`config.mk`:
```
export PLATFORM = sky130hd
export DESIGN_NAME = resv_unit
export DESIGN_NICKNAME = d
export VERILOG_FILES = /design/src/rtl/resv_pkg.sv /design/src/rtl/resv_fsm.sv /design/src/rtl/resv_word_reg.sv /design/src/rtl/resv_sc_decide.sv /design/src/rtl/resv_unit.sv
export SDC_FILE = /design/constraint.sdc
export NUM_CORES = 1
export LEC_CHECK = 0
export ABC_CLOCK_PERIOD_IN_PS = 2000
export BUFFER_PORTS_ARGS = -buffer_cell sky130_fd_sc_hd__buf_2
export CORE_ASPECT_RATIO = 0.5
export CORE_MARGIN = 1
export CORE_UTILIZATION = 46
export DETAILED_ROUTE_END_ITERATION = 10
export PLACE_DENSITY = 0.83
export SLEW_MARGIN = 20
export SYNTH_ARGS = -nofsm -noshare
export SYNTH_HDL_FRONTEND = slang
export SYNTH_SLANG_ARGS = --single-unit
```
`constraint.sdc`:
```
create_clock -name clk -period 2 [get_ports clk]
set_input_delay 0.3 -clock clk [delete_from_list [all_inputs] [get_ports clk]]
set_output_delay 0.3 -clock clk [all_outputs]
set_load 0.01 [all_outputs]
```
`src/rtl/resv_pkg.sv`:
```
package resv_pkg;

    typedef enum logic {
        RS_EMPTY = 1'b0,
        RS_HELD  = 1'b1
    } resv_state_t;

endpackage

```
`src/rtl/resv_fsm.sv`:
```
module resv_fsm
    import resv_pkg::*;
(
    input  logic        clk,
    input  logic        rst_n,
    input  logic        lr_go,
    input  logic        sc_go,
    input  logic        cancel,
    output resv_state_t state,
    output logic        reserve_ld
);

    resv_state_t state_nxt;

    // state register
    always_ff @(posedge clk) begin
        if (!rst_n) state <= RS_EMPTY;
        else        state <= state_nxt;
    end

    // transitions: RESERVE, RELOAD, CONSUME, CANCEL
    always_comb begin
        state_nxt  = state;
        reserve_ld = 1'b0;
        unique case (state)
            RS_EMPTY: begin
                if (cancel) begin
                    state_nxt = RS_EMPTY;           // CANCEL
                end else if (lr_go && !sc_go) begin
                    state_nxt  = RS_HELD;           // RESERVE
                    reserve_ld = 1'b1;
                end
            end
            RS_HELD: begin
                if (cancel || sc_go) begin
                    state_nxt = RS_EMPTY;           // CANCEL / CONSUME
                end else if (lr_go) begin
                    state_nxt  = RS_HELD;           // RELOAD
                    reserve_ld = 1'b1;
                end
            end
            default: state_nxt = RS_EMPTY;
        endcase
    end

endmodule

```
`src/rtl/resv_word_reg.sv`:
```
module resv_word_reg #(
    parameter int WORD_W = 30
) (
    input  logic              clk,
    input  logic              rst_n,
    input  logic              load,
    input  logic [WORD_W-1:0] d,
    output logic [WORD_W-1:0] q
);

    always_ff @(posedge clk) begin
        if (!rst_n)    q <= '0;
        else if (load) q <= d;
    end

endmodule

```
`src/rtl/resv_sc_decide.sv`:
```
module resv_sc_decide
    import resv_pkg::*;
(
    input  logic        sc_go,
    input  resv_state_t state,
    output logic        wr_en,
    output logic        carry
);

    always_comb begin
        wr_en = 1'b0;
        carry = 1'b0;
        if (sc_go) begin
            unique case (state)
                RS_HELD:  wr_en = 1'b1;
                RS_EMPTY: carry = 1'b1;
                default:  carry = 1'b1;
            endcase
        end
    end

endmodule

```
`src/rtl/resv_unit.sv`:
```
module resv_unit
    import resv_pkg::*;
#(
    parameter int ADDR_W = 32
) (
    input  logic              clk,
    input  logic              rst_n,
    input  logic              lr_req,
    input  logic              sc_req,
    input  logic [ADDR_W-1:0] req_addr,
    input  logic              clr_irq,
    input  logic              clr_exc,
    input  logic              clr_brk,
    output logic              sc_wr_en,
    output logic              sc_carry,
    output logic              dbg_valid,
    output logic [ADDR_W-3:0] dbg_word
);

    localparam int WORD_W = ADDR_W - 2;

    resv_state_t       state;
    logic              cancel;
    logic              reserve_ld;
    logic [WORD_W-1:0] req_word;
    logic              addr_lo_unused;

    assign cancel         = clr_irq | clr_exc | clr_brk;
    assign req_word       = req_addr[ADDR_W-1:2];
    assign addr_lo_unused = ^req_addr[1:0];

    resv_fsm u_fsm (
        .clk        (clk),
        .rst_n      (rst_n),
        .lr_go      (lr_req),
        .sc_go      (sc_req),
        .cancel     (cancel),
        .state      (state),
        .reserve_ld (reserve_ld)
    );

    resv_word_reg #(.WORD_W(WORD_W)) u_word (
        .clk   (clk),
        .rst_n (rst_n),
        .load  (reserve_ld),
        .d     (req_word),
        .q     (dbg_word)
    );

    resv_sc_decide u_dec (
        .sc_go (sc_req),
        .state (state),
        .wr_en (sc_wr_en),
        .carry (sc_carry)
    );

    assign dbg_valid = (state == RS_HELD);

endmodule

```
Yosys cells after proc, flatten, opt, wreduce, memory -nomap -nowiden. Cells that the tools add are included.

Bits in registers: 31. Output and inout bits: 33. Bits of input ports: 39.

Multiplexer cells: 11. Reductions and logical operators: 3. Bitwise operators: 3.

Operator list (count): two-way mux 1 bit (9); case mux 1 bit (2 select lines) (2); OR 1 bit (2); logical AND 1 bit (1); logical NOT 1 bit (1); logical OR 1 bit (1); NOT 1 bit (1).

Depth between registers and ports, before layout.
Depth after elaboration: 5. Mapped depth: 5.

Modules after synthesis. A second synthesis with hierarchy kept.

Cell total of the unflattened synthesis: 104. Area, all modules: 1239.9 µm².

By module, submodules not included: resv_word_reg (area an instance 1171.1 µm², cells an instance 97, times used 1); resv_fsm (area an instance 46.3 µm², cells an instance 4, times used 1); resv_sc_decide (area an instance 16.3 µm², cells an instance 2, times used 1); resv_unit (area an instance 6.3 µm², cells an instance 1, times used 1).

Least setup slack after synthesis. OpenSTA, ideal clock, no wires.

Path type: input-to-reg. Start point: in clr_brk. End point: reg u_word.q[0]. Cell stages on the path: 5. Slack: 0.789 ns. Library setup time: 0.072 ns. Arrival: 1.140 ns. Data required time: 1.928 ns. Cell sequence: nor4_2 > and2_1 > buf_6 > buf_12 > mux2i_1.

Longest elaborated chain between the ends: 4.

RTL lines: from (decl) (RTL line resv_unit.sv:13) `input logic clr_brk,`; OR 1 bit * (RTL line resv_unit.sv:28) `assign cancel = clr_irq | clr_exc | clr_brk;`; logical OR 1 bit (RTL line resv_fsm.sv:35) `if (cancel || sc_go) begin`; two-way mux 1 bit (RTL line resv_fsm.sv:35); case mux 1 bit (2 select lines) * (RTL line resv_fsm.sv:25) `unique case (state)`; to (signal assigned) (RTL line resv_word_reg.sv:12) `if (!rst_n) q <= '0;`; to (signal assigned) (RTL line resv_word_reg.sv:13) `else if (load) q <= d;`; to (decl) (RTL line resv_word_reg.sv:8) `output logic [WORD_W-1:0] q`.

Mark *: on every way between the ends. The rest lies on a longest branch, timed or not. A chain may end at the register's enable or synchronous reset.

Final worst setup path.
Start point: reg u_fsm.state. End point: out sc_wr_en.

Longest elaborated chain between the ends: 2.

RTL lines: from (decl) (RTL line resv_fsm.sv:9) `output resv_state_t state,`; from (signal assigned) (RTL line resv_fsm.sv:18) `else state <= state_nxt;`; two-way mux 1 bit (RTL line resv_sc_decide.sv:14) `unique case (state)`; two-way mux 1 bit (RTL line resv_sc_decide.sv:13) `if (sc_go) begin`; to (decl) (RTL line resv_unit.sv:14) `output logic sc_wr_en,`.

No other way between the ends.

==> impl_metrics.yaml <==
logic_synthesis:
  synthTopCellsByCount: "nand2_1 (60), dfxtp_1 (31), mux2i_1 (30), clkbuf_1 (7), buf_12 (3)"
  synth-seq-cells: 31
  synthDistinctLibCells: 10
  ys_seq_area_frac: 0.483
  avgSynthCellArea_sq_um: 9.38
  synth_area_sq_um: 1280
  synth.most_common_cell: "nand2_1"
  synth_top_area_frac: 0.483
  netlist_instances: 137
  synth_flop_cell: "dfxtp_1"
  syn_nets: 176
  synth_area_leaders: "dfxtp_1 (48%), mux2i_1 (23%), nand2_1 (18%)"
  synthArstFlopShare: 0
  yosys_warnings: 0
  synth_top_area_cell: "dfxtp_1"
  synth_edf_count: 0
setup_path:
  worstSetupPathType: "flop to output port"
  arrival_ps: 880
  rrSetupSlack_ps: 1340
  worstPathRequired_ps: 1700
  cp-end-kind: "output port"
  rr_endpoint: "u_fsm.state"
  start_kind: "flop"
  r2r_cells: 1
  r2r-start: "u_fsm.state"
  path_max_fanout: 4
timing:
  tns_ps: 0
  fin_crit_sh: 0.592
  timing.hold.ws_ps: 269
  fmax_mhz: 845
  fin_skew_ps: 0
  rsz0062_at_grt: "false"
  setup_viol: 0
  finalHoldViolations: 0
  period_needed_ps: 1180
  maxSlewViolCount: 0
  tightest_slew_ps: 552
  slew_headroom: 0.632
layout:
  fillers: 234
  syn2layout_area_growth_pct: 31.5
  diodes: 0
  nets: 243
  postLayoutCoreUtil: 0.645
  drive_gt1_frac: 0.385
route:
  ant_nets: 0
  vias: 1064
  drt_pass1_iterations: 3
  top_layer_used: "met4"
  totalWireLength_microns: 2480
  drcViolationCount: 0
  drt-wirelength-per-cell_microns: 10.2
  drt-initial-drc-count: 46
  post_drt_via_cell_ratio: 4.40
  met1_length_microns: 1110
  route.met2.wl_microns: 1220
  route.met3.wl_microns: 131
cts:
  cts_setup_buffers: 0
  clockBufferDepth: 2
  postCtsHoldBufs: 0
  cts_sinks: 31
  h-tree-depth: 2
  clkSlewWorstSetupHoldPaths_ps: 60
  cts_tree: "built"
  insertion_delay_ps: 270
  root_buffer: "clkbuf_8"
  cts_resized: 0
  numCtsBuffers: 5
run:
  drv_cap: 0
power:
  leakagePower_nw: 0.807
  power_density_nw_per_um2: 700
  vdd_drop_max_uv: 577
  totalPowerFinal_mw: 1.18
min_path:
  hold_class: "input pin to flop"
  hold_end: "u_word.q[14]"
  hold_depth: 3
  hp-start: "req_addr[16]"
floorplanning:
  die_area_sq_um: 3020
  start_util: 0.491
  die-height_microns: 39.4
  ioPinCount: 72
  core_sq_um: 2620
  num_rows: 13
  die_width_microns: 76.7
global_routing:
  first_global_vias: 855
  antenna_found_initial: 0
  grt_max_degree: 62
  grt_overflow_total: 0
  grt_pass1_wl_microns: 3710
  track_usage: 0.169
place:
  place_congestion: 0.615
  port_buffers: 69
  place_hpwl_microns: 1730
outcome:
  outcome: "completed"
-- per-stage QoR --
step,setup slack (ps),std cells,area (sq um)
2_1_floorplan,789,137,1280
3_3_place_gp,598,234,1610
3_5_place_dp,543,234,1610
4_1_cts,805,242,1690
5_1_grt,759,242,1690
6_report,816,242,1690
-- cell families after synthesis --
| kind of cell | synth area share |
|---|---|
| AO/OA/AOI/OAI | 0.00779 |
| AND/OR/NAND/NOR | 0.200 |
| multiplexers | 0.234 |
| buffers and inverters | 0.0760 |
| flip-flops | 0.483 |
-- registers in the layout, summed over array words and instances, names as in the netlist --
name and count:
u_word.q 30, u_fsm.state 1
-- area by class of cell --
cell class,instances,area (sq um),area share
Clock buffer,7,76.3,0.0452
Timing Repair Buffer,71,373,0.221
Multi-Input combinational cell,95,568,0.336
Sequential cell,31,621,0.367
Tap cell,37,46.3,0.0274
Clock inverter,1,5.00,0.00296
-- how the worst max path moves through the flow --
| stage | to | start | slack (ps) | cells after the start |
|---|---|---|---|---|
| floorplan | u_word.q[0] | clr_brk | 790 | 5 |
| global placement | u_word.q[6] | clr_brk | 600 | 5 |
| detailed placement | u_word.q[13] | clr_brk | 540 | 5 |
| CTS | sc_wr_en | u_fsm.state | 800 | 2 |
| global route | u_word.q[0] | sc_req | 760 | 5 |
| finish | sc_wr_en | u_fsm.state | 820 | 2 |
-- cells in the final DEF (no fill, tap or decap) --
master,count
and2_1,1
and2_2,1
buf_12,1
buf_2,69
buf_4,1
clkbuf_1,2
clkbuf_8,5
clkinv_2,1
dfxtp_1,31
mux2i_1,30
nand2_1,60
nor2b_1,1
nor4_2,1
o211a_1,1
-- critical path: stages (launching register included) --
cell,delay (ps)
dfxtp_1,360
and2_1,130
buf_2,120
-- per-layer routing --
layer  vias to the layer above  track usage
met3                         2       0.0814
met1                       467        0.177
met4                         0       0.0721
met5                         -            0
met2                        24        0.304
li1                        571            -
-- report_power, final --
part | switching, mW | total, mW | internal, mW
clock network | 0.212 | 0.455 | 0.244
registers | 0.00359 | 0.629 | 0.625
logic | 0.0496 | 0.0977 | 0.0481
No activity file was read; power rests on OpenSTA's default activity.
